===== config.mk =====
export PLATFORM = sky130hd
export DESIGN_NAME = vin_probe
export DESIGN_NICKNAME = d
export VERILOG_FILES = /design/src/rtl/probe_pkg.sv /design/src/rtl/probe_sync.sv /design/src/rtl/probe_pulse.sv /design/src/rtl/probe_count.sv /design/src/rtl/vin_probe.sv
export SDC_FILE = /design/constraint.sdc
export NUM_CORES = 1
export LEC_CHECK = 0
export BUFFER_PORTS_ARGS = -buffer_cell sky130_fd_sc_hd__buf_2
export CAP_MARGIN = 20
export CORE_AREA = 2 2 54 56
export CTS_CLUSTER_DIAMETER = 50
export DETAILED_ROUTE_END_ITERATION = 8
export DIE_AREA = 0 0 56 58
export PLACE_DENSITY = 0.62
export SETUP_SLACK_MARGIN = 0.5
export SLEW_MARGIN = 30
export SYNTH_ARGS = -nofsm -noshare
export SYNTH_HDL_FRONTEND = slang
export SYNTH_SLANG_ARGS = --single-unit

===== constraint.sdc =====
create_clock -name clk_i -period 2.29 [get_ports clk_i]
set_input_delay 0.458 -clock clk_i [delete_from_list [all_inputs] [get_ports clk_i]]
set_output_delay 0.458 -clock clk_i [all_outputs]
set_load 0.01 [all_outputs]

===== src/rtl/probe_pkg.sv =====
package probe_pkg;
  typedef struct packed {
    logic clr;  // disabled: wipe all progress
    logic run;  // probing active
  } probe_ctl_t;
endpackage


===== src/rtl/probe_sync.sv =====
module probe_sync (
  input  logic clk_i,
  input  logic rst_ni,
  input  logic async_i,
  output logic level_o,
  output logic edge_o
);
  logic s1_q, s2_q, s3_q;

  always_ff @(posedge clk_i or negedge rst_ni) begin
    if (!rst_ni) begin
      s1_q <= 1'b0;
      s2_q <= 1'b0;
      s3_q <= 1'b0;
    end else begin
      s1_q <= async_i;
      s2_q <= s1_q;
      s3_q <= s2_q;
    end
  end

  assign level_o = s2_q;
  assign edge_o  = s2_q ^ s3_q;
endmodule


===== src/rtl/probe_pulse.sv =====
module probe_pulse #(
  parameter int PERIOD_CYC = 1000,
  parameter int PULSE_CYC  = 10
) (
  input  logic                  clk_i,
  input  logic                  rst_ni,
  input  probe_pkg::probe_ctl_t ctl_i,
  output logic                  pulse_o
);
  localparam int PH_W = (PERIOD_CYC > 1) ? $clog2(PERIOD_CYC) : 1;
  localparam logic [PH_W-1:0] PH_LAST = PH_W'(PERIOD_CYC - 1);
  localparam logic [PH_W-1:0] PH_ON   = PH_W'(PULSE_CYC);

  logic [PH_W-1:0] phase_q;

  always_ff @(posedge clk_i or negedge rst_ni) begin
    if (!rst_ni) begin
      phase_q <= '0;
      pulse_o <= 1'b0;
    end else if (ctl_i.clr) begin
      phase_q <= '0;
      pulse_o <= 1'b0;
    end else if (ctl_i.run) begin
      pulse_o <= (phase_q < PH_ON);
      phase_q <= (phase_q == PH_LAST) ? '0 : phase_q + PH_W'(1);
    end else begin
      pulse_o <= 1'b0;
    end
  end


  pulse_window_chk: assert property (@(posedge clk_i) disable iff (!rst_ni)
    pulse_o |-> (phase_q >= PH_W'(1) && phase_q <= PH_ON));
endmodule


===== src/rtl/probe_count.sv =====
module probe_count #(
  parameter int EDGES_REQ = 4,
  localparam int CNT_W = $clog2(EDGES_REQ + 1)
) (
  input  logic                  clk_i,
  input  logic                  rst_ni,
  input  probe_pkg::probe_ctl_t ctl_i,
  input  logic                  edge_i,
  output logic [CNT_W-1:0]      cnt_o,
  output logic                  ready_o
);
  localparam logic [CNT_W-1:0] CNT_LAST = CNT_W'(EDGES_REQ - 1);
  localparam logic [CNT_W-1:0] CNT_FULL = CNT_W'(EDGES_REQ);

  always_ff @(posedge clk_i or negedge rst_ni) begin
    if (!rst_ni) begin
      cnt_o   <= '0;
      ready_o <= 1'b0;
    end else if (ctl_i.clr) begin
      cnt_o   <= '0;
      ready_o <= 1'b0;
    end else if (ctl_i.run && edge_i) begin
      cnt_o <= cnt_o + CNT_W'(1);
      if (cnt_o == CNT_LAST) ready_o <= 1'b1;
    end
  end


  count_step_chk: assert property (@(posedge clk_i) disable iff (!rst_ni)
    (!ctl_i.clr && ctl_i.run && edge_i) |=> cnt_o == $past(cnt_o) + CNT_W'(1));

  ready_full_chk: assert property (@(posedge clk_i) disable iff (!rst_ni)
    ready_o |-> cnt_o == CNT_FULL);

  cnt_bound_chk: assert property (@(posedge clk_i) disable iff (!rst_ni)
    cnt_o <= CNT_FULL);
endmodule


===== src/rtl/vin_probe.sv =====
module vin_probe #(
  parameter int PERIOD_CYC = 1000,
  parameter int PULSE_CYC  = 10,
  parameter int EDGES_REQ  = 4,
  localparam int CNT_W = $clog2(EDGES_REQ + 1)
) (
  input  logic             clk_i,
  input  logic             rst_ni,
  input  logic             por_ok_i,
  input  logic             en_i,
  input  logic             sw_high_i,
  output logic             hs_req_o,
  output logic             ready_o,
  output logic [CNT_W-1:0] edge_cnt_o
);
  probe_pkg::probe_ctl_t ctl;
  logic sw_lvl, sw_edge;

  assign ctl.clr = !(por_ok_i && en_i);
  assign ctl.run = !ctl.clr && !ready_o;

  probe_sync u_sync (
    .clk_i  (clk_i),
    .rst_ni (rst_ni),
    .async_i(sw_high_i),
    .level_o(sw_lvl),
    .edge_o (sw_edge)
  );

  probe_pulse #(.PERIOD_CYC(PERIOD_CYC), .PULSE_CYC(PULSE_CYC)) u_pulse (
    .clk_i  (clk_i),
    .rst_ni (rst_ni),
    .ctl_i  (ctl),
    .pulse_o(hs_req_o)
  );

  probe_count #(.EDGES_REQ(EDGES_REQ)) u_count (
    .clk_i  (clk_i),
    .rst_ni (rst_ni),
    .ctl_i  (ctl),
    .edge_i (sw_edge),
    .cnt_o  (edge_cnt_o),
    .ready_o(ready_o)
  );


  off_clears_chk: assert property (@(posedge clk_i) disable iff (!rst_ni)
    ctl.clr |=> (edge_cnt_o == '0 && !ready_o && !hs_req_o));

  quiet_after_ready_chk: assert property (@(posedge clk_i) disable iff (!rst_ni)
    (ready_o && $past(ready_o)) |-> !hs_req_o);

  hold_after_ready_chk: assert property (@(posedge clk_i) disable iff (!rst_ni)
    (ready_o && $past(ready_o) && !ctl.clr) |=> $stable(edge_cnt_o));
endmodule


==> flow_summary_export.csv, run 1 <==
group,metric,value,unit
outcome,status,"finished clean",
power_and_ir_drop,cellPowerDensity,528,mW/mm2
timing,min_period,1.57,ns
clock_network,root_buffer,"clkbuf_4",
layout,fillers,271,
setup_path,worstSetupStartpointType,"register",
timing,setup_violations,0,
timing,fin_tns_setup,0,ns
floorplanning,die_w,56,um
synth,netlist_area,905,um2
layout,antenna_cells,0,
global_routing,grt_max_degree,19,
synth,async_flop_share,100,%
setup_path,path_depth,5,
setup_path,critPathRequiredTime,2.50,ns
detailed_routing,drt_iter0_drc,10,
timing,rsz0062_at_grt,"false",
timing,max_freq,636,MHz
power_and_ir_drop,peakVddDrop,0.359,mV
detailed_routing,drt_wl_total,1680,um
synth,synth_area_leader_cell,"dfrtp_1",
setup_path,end_kind,"register",
synth,yosys_warnings,0,
clock_network,post_cts.resized_instances,0,
synth,synth-seq-cells,18,
setup_path,cp.buffers_inverters,0,
layout,syn_to_final_growth,10.8,%
clock_network,ctsHoldBuffers,0,
synth,avgSynthCellArea,10.9,um2
setup_path,reg2reg_from,"u_pulse.phase_q[0]$_DFFE_PN0P_",
synth,synth_top_area_share,49.8,%
setup_path,worstSetupPathType,"register to register",
setup_path,slowest_delay,0.44,ns
clock_network,clkTransAtPathRegs,0.10,ns
detailed_routing,drt_first_pass_iters,4,
setup_path,worstPathMaxFanout,10,
floorplanning,core_area,0.00266,mm2
synth,ys_seq_area_share,49.8,%
floorplanning,rows,19,
setup_path,path_cells,"ha_1 > and4_1 > a31oi_4 > nand4_1 > mux2i_1",
global_routing,overflow,0,
global_routing,grt_pass1_wl,3060,um
flow_run,cap_violations,0,
layout,drive_above_1_share,18.3,%
timing,final.period_utilization,68.7,%
synth,synth_ff_type,"dfrtp_1",
timing,worst_slew_pin_slew,0.391,ns
synth,syn-num-nets,91,
setup_path,r2r_end,"u_pulse.phase_q[3]$_DFFE_PN0P_",
clock_network,cts_buffers,3,
detailed_routing,wl_per_cell,13.5,um
setup_path,ff2ff_path_depth,5,
placement,io_buffers,9,
synth,synthCells,83,
synth,ys_top_cells_by_area,"dfrtp_1 50%, ha_1 4.1%, xnor2_1 2.9%",
detailed_routing,avgViaCountPerCell,5.35,
global_routing,antenna_found_initial,0,
synth,synth_edf_count,0,
setup_path,crit_slowest_cell,"dfrtp_1",
setup_path,rrSetupSlack,0.72,ns
floorplanning,die_area,0.00325,mm2
floorplanning,die_h,58,um
floorplanning,initial_core_util,34.0,%
timing,maxSlewViolCount,0,
global_routing,track_usage,12.0,%
clock_network,clk_latency,0.29,ns
timing,relSlewSlack,73.9,%
timing,holdWs,0.0694,ns
detailed_routing,ant_nets,0,
detailed_routing,via_count,664,
hold_path,worst_hold_path_type,"primary input to async pin",
placement,place_hpwl,1200,um
timing,finalHoldViolCount,0,
synth,synth.distinct_cells,34,
setup_path,arrival,1.79,ns
clock_network,htreeDepth,1,
floorplanning,pin_count,10,
placement,gp_congestion,0.798,
layout,nets,103,
timing,skew,0.00829,ns
clock_network,cts_setup_buffers,0,
setup_path,cp_top_family,"flip-flops",
power_and_ir_drop,leakagePower,0.449,nW
global_routing,grt_pass1_vias,694,
clock_network,cts_buffer_depth,2,
detailed_routing,drc,0,
clock_network,cts_tree,"done",
clock_network,clock-sinks,18,
## how the worst max path moves through the flow
| stage | start | end | slack (ns) |
|---|---|---|---|
| after floorplan | u_pulse.phase_q[0]$_DFFE_PN0P_ | u_pulse.phase_q[3]$_DFFE_PN0P_ | 0.90 |
| final | u_pulse.phase_q[0]$_DFFE_PN0P_ | u_pulse.phase_q[3]$_DFFE_PN0P_ | 0.72 |
| after detailed placement | u_pulse.phase_q[0]$_DFFE_PN0P_ | u_pulse.phase_q[3]$_DFFE_PN0P_ | 0.72 |
| after global placement | u_pulse.phase_q[0]$_DFFE_PN0P_ | u_pulse.phase_q[3]$_DFFE_PN0P_ | 0.76 |
| after global routing | u_pulse.phase_q[0]$_DFFE_PN0P_ | u_pulse.phase_q[3]$_DFFE_PN0P_ | 0.58 |
| after CTS | u_pulse.phase_q[0]$_DFFE_PN0P_ | u_pulse.phase_q[3]$_DFFE_PN0P_ | 0.70 |
## layout make-up
cell class                      instances  area, um2  area share, %
Timing Repair Buffer                    9       45.0           4.49
Tap cell                               31       38.8           3.87
Inverter                                3       11.3           1.12
Clock buffer                            3       22.5           2.25
Multi-Input combinational cell         60        434           43.3
Sequential cell                        18        450           44.9
## through the flow
stage	setup slack, ns	area (um2)	util, %	total power, mW	cells
finish	0.718	1000	37.6	0.529	124
global route	0.584	1000	37.6	0.555	124
CTS	0.698	1000	37.6	0.540	124
detailed placement	0.722	980	36.8	0.382	121
global placement	0.759	980	36.8	0.381	121
floorplan	0.897	905	-	0.362	83
## sequential cells by signal, summed over array words and instances (netlist names)
name / flops
u_sync.level_o: 1
u_sync.s3_q: 1
u_pulse.pulse_o: 1
u_pulse.phase_q: 10
u_count.cnt_o: 3
u_count.ready_o: 1
u_sync.s1_q: 1
## report_power, final
group / switching, mW / leakage, nW / internal [mW] / total, mW
sequential: 0.00594 / 0.242 / 0.325 / 0.331
combinational: 0.0259 / 0.194 / 0.0173 / 0.0432
clock: 0.0934 / 0.0138 / 0.0613 / 0.155
total: 0.125 / 0.449 / 0.404 / 0.529
## synth_stat cells (3+ instances only)
cell,n
nand2_1,6
or4_1,3
ha_1,3
nand4_1,3
inv_1,3
nand3_1,4
xnor2_1,3
a21oi_1,4
nor2_1,6
dfrtp_1,18
## cell families after synthesis
| kind of cell | after synthesis | synth area share, % |
|---|---|---|
| AOI/OAI and AO/OA | 14 | 11.5 |
| DFF | 18 | 49.8 |
| and+or+nand+nor | 36 | 25.0 |
| buffers and inverters | 5 | 2.21 |
| xor gates and xnor gates | 4 | 3.87 |
| adders and majority gates | 3 | 4.15 |
| muxes | 3 | 3.46 |
## worst register-to-register path, cell delays in order (launching register included)
cell	delay [ns]
dfrtp_1	0.44
ha_1	0.24
and4_1	0.22
a31oi_4	0.31
nand4_1	0.14
mux2i_1	0.15
## per-layer routing
metal	up-vias	wire length, um	global-route usage [%]	share of wire [%]
met5	-	0	0	0
met1	312	797	15.4	48
li1	326	-	-	-
met3	4	96	4.02	5.7
met2	22	753	18.8	45
met4	0	27	5.10	1.6
## cells in the final DEF (no fill, tap or decap), drive strengths merged, types with 3 or more instances in the layout
cell type  instances
xnor2              3
nor2               6
dfrtp             18
nand2              6
clkbuf             3
buf                9
a21oi              4
nand3              5
or4                3
inv                3
nand4              3
ha                 3
o21ai              3
Power figures use the tool's default switching activity.
==> run 2, diff against run 1 <==
--- a/config.mk
+++ b/config.mk
@@ -11,7 +11,7 @@
 export CTS_CLUSTER_DIAMETER = 50
 export DETAILED_ROUTE_END_ITERATION = 8
 export DIE_AREA = 0 0 56 58
-export PLACE_DENSITY = 0.62
+export PLACE_DENSITY = 0.64
 export SETUP_SLACK_MARGIN = 0.5
 export SLEW_MARGIN = 30
 export SYNTH_ARGS = -nofsm -noshare
==> constraint.sdc (replaced) <==
create_clock -name clk_i -period 1.3 [get_ports clk_i]
set_input_delay 0.26 -clock clk_i [delete_from_list [all_inputs] [get_ports clk_i]]
set_output_delay 0.26 -clock clk_i [all_outputs]
set_load 0.01 [all_outputs]
==> run 2 against run 1 <==
Net effect:
- the run now ends with negative setup slack left
- clock skew hardly changed
- total power is 100% higher
- clock power is 120% higher
- largest power group unchanged
==> flow_summary_export.csv, run 2 (same netlist as run 1, synthesis figures left out) <==
group,metric,value,unit
floorplanning,initial_core_util,34.0,%
detailed_routing,avgViaCountPerCell,5.12,
power_and_ir_drop,pwr-share-seq,55.0,%
global_routing,antenna_found_initial,0,
placement,gp_congestion,0.762,
setup_path,end_kind,"register",
layout,top_register,"u_pulse.phase_q",
setup_path,crit_slowest_cell,"dfrtp_1",
power_and_ir_drop,p_sw,249,uW
setup_path,cp.buffers_inverters,0,
power_and_ir_drop,leakagePower,0.614,nW
global_routing,use_met1,20.2,%
setup_path,slowest_delay,0.40,ns
detailed_routing,wl_per_cell,14.7,um
power_and_ir_drop,swShare,23.5,%
clock_network,cts_buffer_depth,2,
placement,io_buffers,9,
setup_path,cp_top_family,"simple AND/OR/NAND/NOR gates",
timing,final.period_utilization,112,%
clock_network,clock-sinks,18,
power_and_ir_drop,p_total,1.06,mW
placement,place_hpwl,1390,um
setup_path,arrival,1.69,ns
timing,worst_slack,-0.162,ns
clock_network,clk_latency,0.29,ns
outcome,violations,"negative setup slack",
power_and_ir_drop,pwr-share-clk,32.3,%
setup_path,path_cells,"ha_2 > and4_4 > nand4_1 > or3_1 > o21ai_1",
layout,final_cells,155,
floorplanning,die_w,56,um
timing,max_freq,684,MHz
floorplanning,die_h,58,um
timing,relSlewSlack,74.0,%
detailed_routing,ant_nets,0,
detailed_routing,drc,0,
global_routing,grtUsageMet2,24.9,%
detailed_routing,drt_first_pass_iters,4,
layout,antenna_cells,0,
floorplanning,die_area,0.00325,mm2
floorplanning,pin_count,10,
power_and_ir_drop,peakVddDrop,0.457,mV
power_and_ir_drop,p_comb_share,12.7,%
clock_network,cts_tree,"done",
power_and_ir_drop,cellPowerDensity,784,mW/mm2
global_routing,grt-busiest-layer,"met2",
timing,setup_violations,10,
layout,drive_above_1_share,51.6,%
layout,final_common_cell,"buf_4",
timing,rsz0062_at_grt,"true",
timing,finalHoldViolCount,0,
setup_path,worstSetupPathType,"register to register",
hold_path,worst_hold_path_type,"primary input to register",
layout,syn_to_final_growth,49.4,%
layout,nets,133,
power_and_ir_drop,intPower,810,uW
global_routing,grt_pass1_wl,3770,um
outcome,status,"finished with violations",
detailed_routing,drt_wl_total,2280,um
global_routing,use_met3,2.68,%
timing,min_period,1.46,ns
clock_network,cts_buffers,3,
setup_path,worstSetupStartpointType,"register",
global_routing,track_usage,14.9,%
timing,skew,0.00800,ns
setup_path,worstPathMaxFanout,3,
clock_network,clkTransAtPathRegs,0.11,ns
placement,dp.cells,133,
timing,worst_slew_pin_slew,0.389,ns
floorplanning,rows,19,
setup_path,critPathRequiredTime,1.53,ns
detailed_routing,drt_iter0_drc,27,
clock_network,htreeDepth,1,
layout,final_cell_mix,"24 x buf_4, 16 x dfrtp_1, 7 x buf_2",
layout,reg_top3,"u_pulse.phase_q: 10 flops, u_count.cnt_o: 3 flops",
flow_run,cap_violations,0,
timing,fin_tns_setup,-1.04,ns
placement,place_ws,-0.107,ns
layout,largest_reg_flops,10,
global_routing,overflow,0,
global_routing,grt_max_degree,19,
floorplanning,core_area,0.00266,mm2
detailed_routing,via_count,794,
global_routing,grt_pass1_vias,805,
timing,maxSlewViolCount,0,
clock_network,root_buffer,"clkbuf_4",
## run 2: cell count changes in the layout (fill, tap and decap cells not counted), moves of 2 or more
cell / before / now
buf_2: 9 / 7
dfrtp_1: 18 / 16
buf_4: 0 / 24
ha_2: 0 / 2
a21oi_1: 4 / 1
a21oi_2: 0 / 3
buf_6: 0 / 5
ha_1: 3 / 0
dfrtp_2: 0 / 2
## run 2: metrics by stage
step	instance area, um2	utilization [%]	hold WS, ns
after global placement	1110	41.6	0.215
after global routing	1350	50.8	0.0592
after detailed placement	1110	41.6	0.214
after CTS	1270	47.7	0.0627
final	1350	50.8	0.0738
after floorplan	943	-	-0.0356
## run 2: power by group through the flow
stage / Combinational, mW / Sequential [mW] / Clock (mW)
2_1_floorplan: 0.0473 / 0.596 / 0
3_3_place_gp: 0.0904 / 0.591 / 0
3_5_place_dp: 0.0935 / 0.592 / 0
4_1_cts: 0.115 / 0.581 / 0.359
5_1_grt: 0.148 / 0.584 / 0.379
6_report: 0.134 / 0.583 / 0.343
## run 2: repair_timing
| action | CTS | global route |
|---|---|---|
| endpoints found under the hold margin | 18 | 0 |
| setup buffers | 9 | 7 |
| pin swaps | 6 | 6 |
| gates resized for setup | 8 | 7 |
| hold buffers | 1 | 0 |
| gates cloned | 1 | 0 |
| endpoints found under the setup margin | 20 | 22 |
## run 2: routing by layer
metal | share of wire [%] | vias to the layer above
met3 | 2.1 | 2
met5 | 0 | -
li1 | - | 389
met1 | 46 | 392
met4 | 0.61 | 0
met2 | 51 | 11
## run 2: worst paths after layout
path                                                start                             end  slack [ns]  cells after the start
max                        u_pulse.phase_q[0]$_DFFE_PN0P_  u_pulse.phase_q[8]$_DFFE_PN0P_       -0.16                      5
min                                             sw_high_i           u_sync.s1_q$_DFF_PN0_        0.07                      1
max in group asynchronous                          rst_ni  u_pulse.phase_q[3]$_DFFE_PN0P_        0.68                      2
max reg2reg                u_pulse.phase_q[0]$_DFFE_PN0P_  u_pulse.phase_q[8]$_DFFE_PN0P_       -0.16                      5
min reg2reg                         u_sync.s1_q$_DFF_PN0_        u_sync.level_o$_DFF_PN0_        0.36                      0
min in group asynchronous                          rst_ni  u_pulse.phase_q[7]$_DFFE_PN0P_        0.39                      2
## run 2: cell type report
class	count	area [um2]
repair buffers	38	289
flip-flops and latches	18	453
fillers	245	1310
clock buffers	4	36.3
inverters	3	11.3
multi-input cells	61	523
well taps	31	38.8
==> run 3, diff against run 2 <==
--- a/config.mk
+++ b/config.mk
@@ -5,12 +5,13 @@
 export SDC_FILE = /design/constraint.sdc
 export NUM_CORES = 1
 export LEC_CHECK = 0
+export ABC_AREA = 1
 export BUFFER_PORTS_ARGS = -buffer_cell sky130_fd_sc_hd__buf_2
 export CAP_MARGIN = 20
-export CORE_AREA = 2 2 54 56
+export CORE_AREA = 2 2 55 57
 export CTS_CLUSTER_DIAMETER = 50
 export DETAILED_ROUTE_END_ITERATION = 8
-export DIE_AREA = 0 0 56 58
+export DIE_AREA = 0 0 57 59
 export PLACE_DENSITY = 0.64
 export SETUP_SLACK_MARGIN = 0.5
 export SLEW_MARGIN = 30
==> run 3 against run 2 <==
Net effect:
- the run now ends clean
- sequential cell count did not move
- sequential share of layout area up 0.091 points
- setup slack gained 0.22 ns
- clock skew rose by 0.0020 ns
- sequential power barely moved
- worst hold slack worse by 0.015 ns
- register-to-register slack improved by 0.22 ns
- critical endpoint is now u_pulse.phase_q[4]$_DFFE_PN0P_
==> flow_summary_export.csv, run 3 <==
group,metric,value,unit
setup_path,end_kind,"register",
setup_path,arrival,1.44,ns
detailed_routing,drt_first_pass_iters,4,
floorplanning,initial_core_util,34.3,%
detailed_routing,via_count,814,
layout,syn_to_final_growth,46.0,%
detailed_routing,drc,0,
synth,synthCells,103,
timing,relSlewSlack,82.4,%
hold_path,worst_hold_path_type,"primary input to register",
synth,ys_top_cells_by_area,"dfrtp_1 48%, nand2_1 10%, nand3_1 5.4%",
global_routing,antenna_found_initial,0,
synth,synth_ff_type,"dfrtp_1",
global_routing,track_usage,14.1,%
clock_network,cts_buffers,3,
synth,synthAdderAreaFrac,4.03,%
layout,largest_reg_flops,10,
timing,final.period_utilization,95.7,%
synth,synth.most_common_cell,"nand2_1",
synth,synth.mux.area_fraction,0,%
synth,netlist_top_cells_count,"26 x nand2_1, 18 x dfrtp_1, 10 x nand3_1",
global_routing,grt_pass1_wl,3550,um
power_and_ir_drop,leakagePower,0.612,nW
floorplanning,pin_count,10,
timing,maxSlewViolCount,0,
floorplanning,die_area,0.00336,mm2
layout,nets,140,
synth,avgSynthCellArea,9.04,um2
power_and_ir_drop,peakVddDrop,0.671,mV
layout,final_cell_mix,"20 x nand2_1, 13 x dfrtp_1, 12 x buf_4",
synth,synth_top_family_by_area,"simple AND/OR/NAND/NOR gates",
layout,top_register,"u_pulse.phase_q",
global_routing,grt_max_degree,19,
clock_network,htreeDepth,1,
synth,yosys.area_share.simple,28.2,%
placement,io_buffers,9,
synth,synth-seq-cells,18,
detailed_routing,wl_per_cell,13.9,um
detailed_routing,avgViaCountPerCell,5.02,
outcome,status,"finished clean",
timing,worst_slew_pin_slew,0.264,ns
synth,async_flop_share,100,%
clock_network,clkTransAtPathRegs,0.11,ns
detailed_routing,ant_nets,0,
timing,min_period,1.24,ns
power_and_ir_drop,cellPowerDensity,774,mW/mm2
placement,place_hpwl,1320,um
layout,fillers,255,
floorplanning,core_area,0.00271,mm2
timing,setup_violations,0,
detailed_routing,drt_wl_total,2250,um
synth,ys_seq_area_share,48.4,%
placement,gp_congestion,0.872,
timing,finalHoldViolCount,0,
global_routing,overflow,0,
synth,synthXorXnorAreaFrac,5.65,%
setup_path,critPathRequiredTime,1.50,ns
clock_network,cts_tree,"done",
global_routing,grt_pass1_vias,773,
clock_network,cts_buffer_depth,2,
floorplanning,die_h,59,um
layout,reg_top3,"u_pulse.phase_q: 10 flops, u_count.cnt_o: 3 flops",
floorplanning,die_w,57,um
synth,synth_edf_count,0,
layout,fin_util,50.1,%
timing,max_freq,804,MHz
timing,skew,0.00998,ns
synth,synth_top_area_share,48.4,%
layout,final_common_cell,"nand2_1",
detailed_routing,drt_iter0_drc,14,
layout,antenna_cells,0,
synth,yosys_warnings,0,
layout,drive_above_1_share,57.3,%
synth,netlist_area,931,um2
setup_path,worstSetupStartpointType,"register",
floorplanning,rows,19,
timing,rsz0062_at_grt,"true",
timing,holdWs,0.0583,ns
synth,syn-num-nets,111,
synth,synth.distinct_cells,23,
clock_network,root_buffer,"clkbuf_4",
setup_path,worstSetupPathType,"register to register",
flow_run,cap_violations,0,
clock_network,clock-sinks,18,
clock_network,clk_latency,0.31,ns
synth,synth-compound-area-share,8.87,%
setup_path,worstPathMaxFanout,3,
synth,synth_area_leader_cell,"dfrtp_1",
## run 3: cell count changes after synthesis, moves of 4 or more
cell / change
inv_1: +5
inv_2: +4
xor2_1: +4
nand3_1: +6
nand2_1: +20
## run 3: what timing repair did
action / 4_1_cts / 5_1_grt
pin swaps: 13 / 5
hold endpoints to repair: 18 / 0
setup endpoints to repair: 20 / 24
gates resized for setup: 22 / 12
setup buffers: 7 / 6
hold buffers: 1 / 0
## run 3: worst max-delay path: stages (launching register included)
cell,delay (ns)
dfrtp_1,0.44
ha_4,0.19
nand2_4,0.06
nor2_1,0.15
xor2_1,0.19
o22ai_1,0.10
## run 3: layout make-up
type	instances	area (um2)	area share [%]
multi-input cells	73	597	43.9
flip-flops and latches	18	457	33.6
repair buffers	24	185	13.6
inverters	12	45.0	3.31
well taps	31	38.8	2.85
clock buffers	4	36.3	2.67
## run 3: routing by layer
metal	global-route usage (%)	wire length, um	up-vias
li1	-	-	396
met4	7.97	48	0
met3	2.62	91	4
met1	18.4	938	395
met5	0	0	-
met2	22.0	1170	19
## run 3: logic make-up (layout without fill, tap and decap cells)
logic type	after synthesis	in the layout
fa+ha+maj	3	3
xor+xnor	6	6
simple gates	51	51
compound gates	13	13
flops	18	18
buf+inv	12	40
## run 3: final timing paths
| check | startpoint | end | slack [ns] | depth (start not counted) |
|---|---|---|---|---|
| min in group asynchronous | rst_ni | u_count.ready_o$_DFFE_PN0P_ | 0.38 | 2 |
| worst max register to register | u_pulse.phase_q[0]$_DFFE_PN0P_ | u_pulse.phase_q[4]$_DFFE_PN0P_ | 0.06 | 5 |
| worst max-delay path | u_pulse.phase_q[0]$_DFFE_PN0P_ | u_pulse.phase_q[4]$_DFFE_PN0P_ | 0.06 | 5 |
| worst min-delay path | sw_high_i | u_sync.s1_q$_DFF_PN0_ | 0.06 | 1 |
| worst min register to register | u_sync.s1_q$_DFF_PN0_ | u_sync.level_o$_DFF_PN0_ | 0.36 | 0 |
| max in group asynchronous | rst_ni | u_pulse.phase_q[3]$_DFFE_PN0P_ | 0.69 | 2 |
## run 3: through the flow
step / TNS, ns / instance area, um2 / total power, mW / setup slack [ns] / instances
2_1_floorplan: 0 / 978 / 0.629 / 0.185 / 103
3_3_place_gp: 0 / 1070 / 0.663 / 0.0810 / 144
3_5_place_dp: 0 / 1070 / 0.664 / 0.0682 / 144
4_1_cts: 0 / 1270 / 1.05 / 0.109 / 156
5_1_grt: -0.000182 / 1360 / 1.10 / -0.000182 / 162
6_report: 0 / 1360 / 1.05 / 0.0557 / 162
## run 3: report_power, final
group	total, mW	internal, mW	switching, mW
clock network	0.362	0.171	0.191
logic	0.106	0.0489	0.0568
registers	0.584	0.572	0.0122
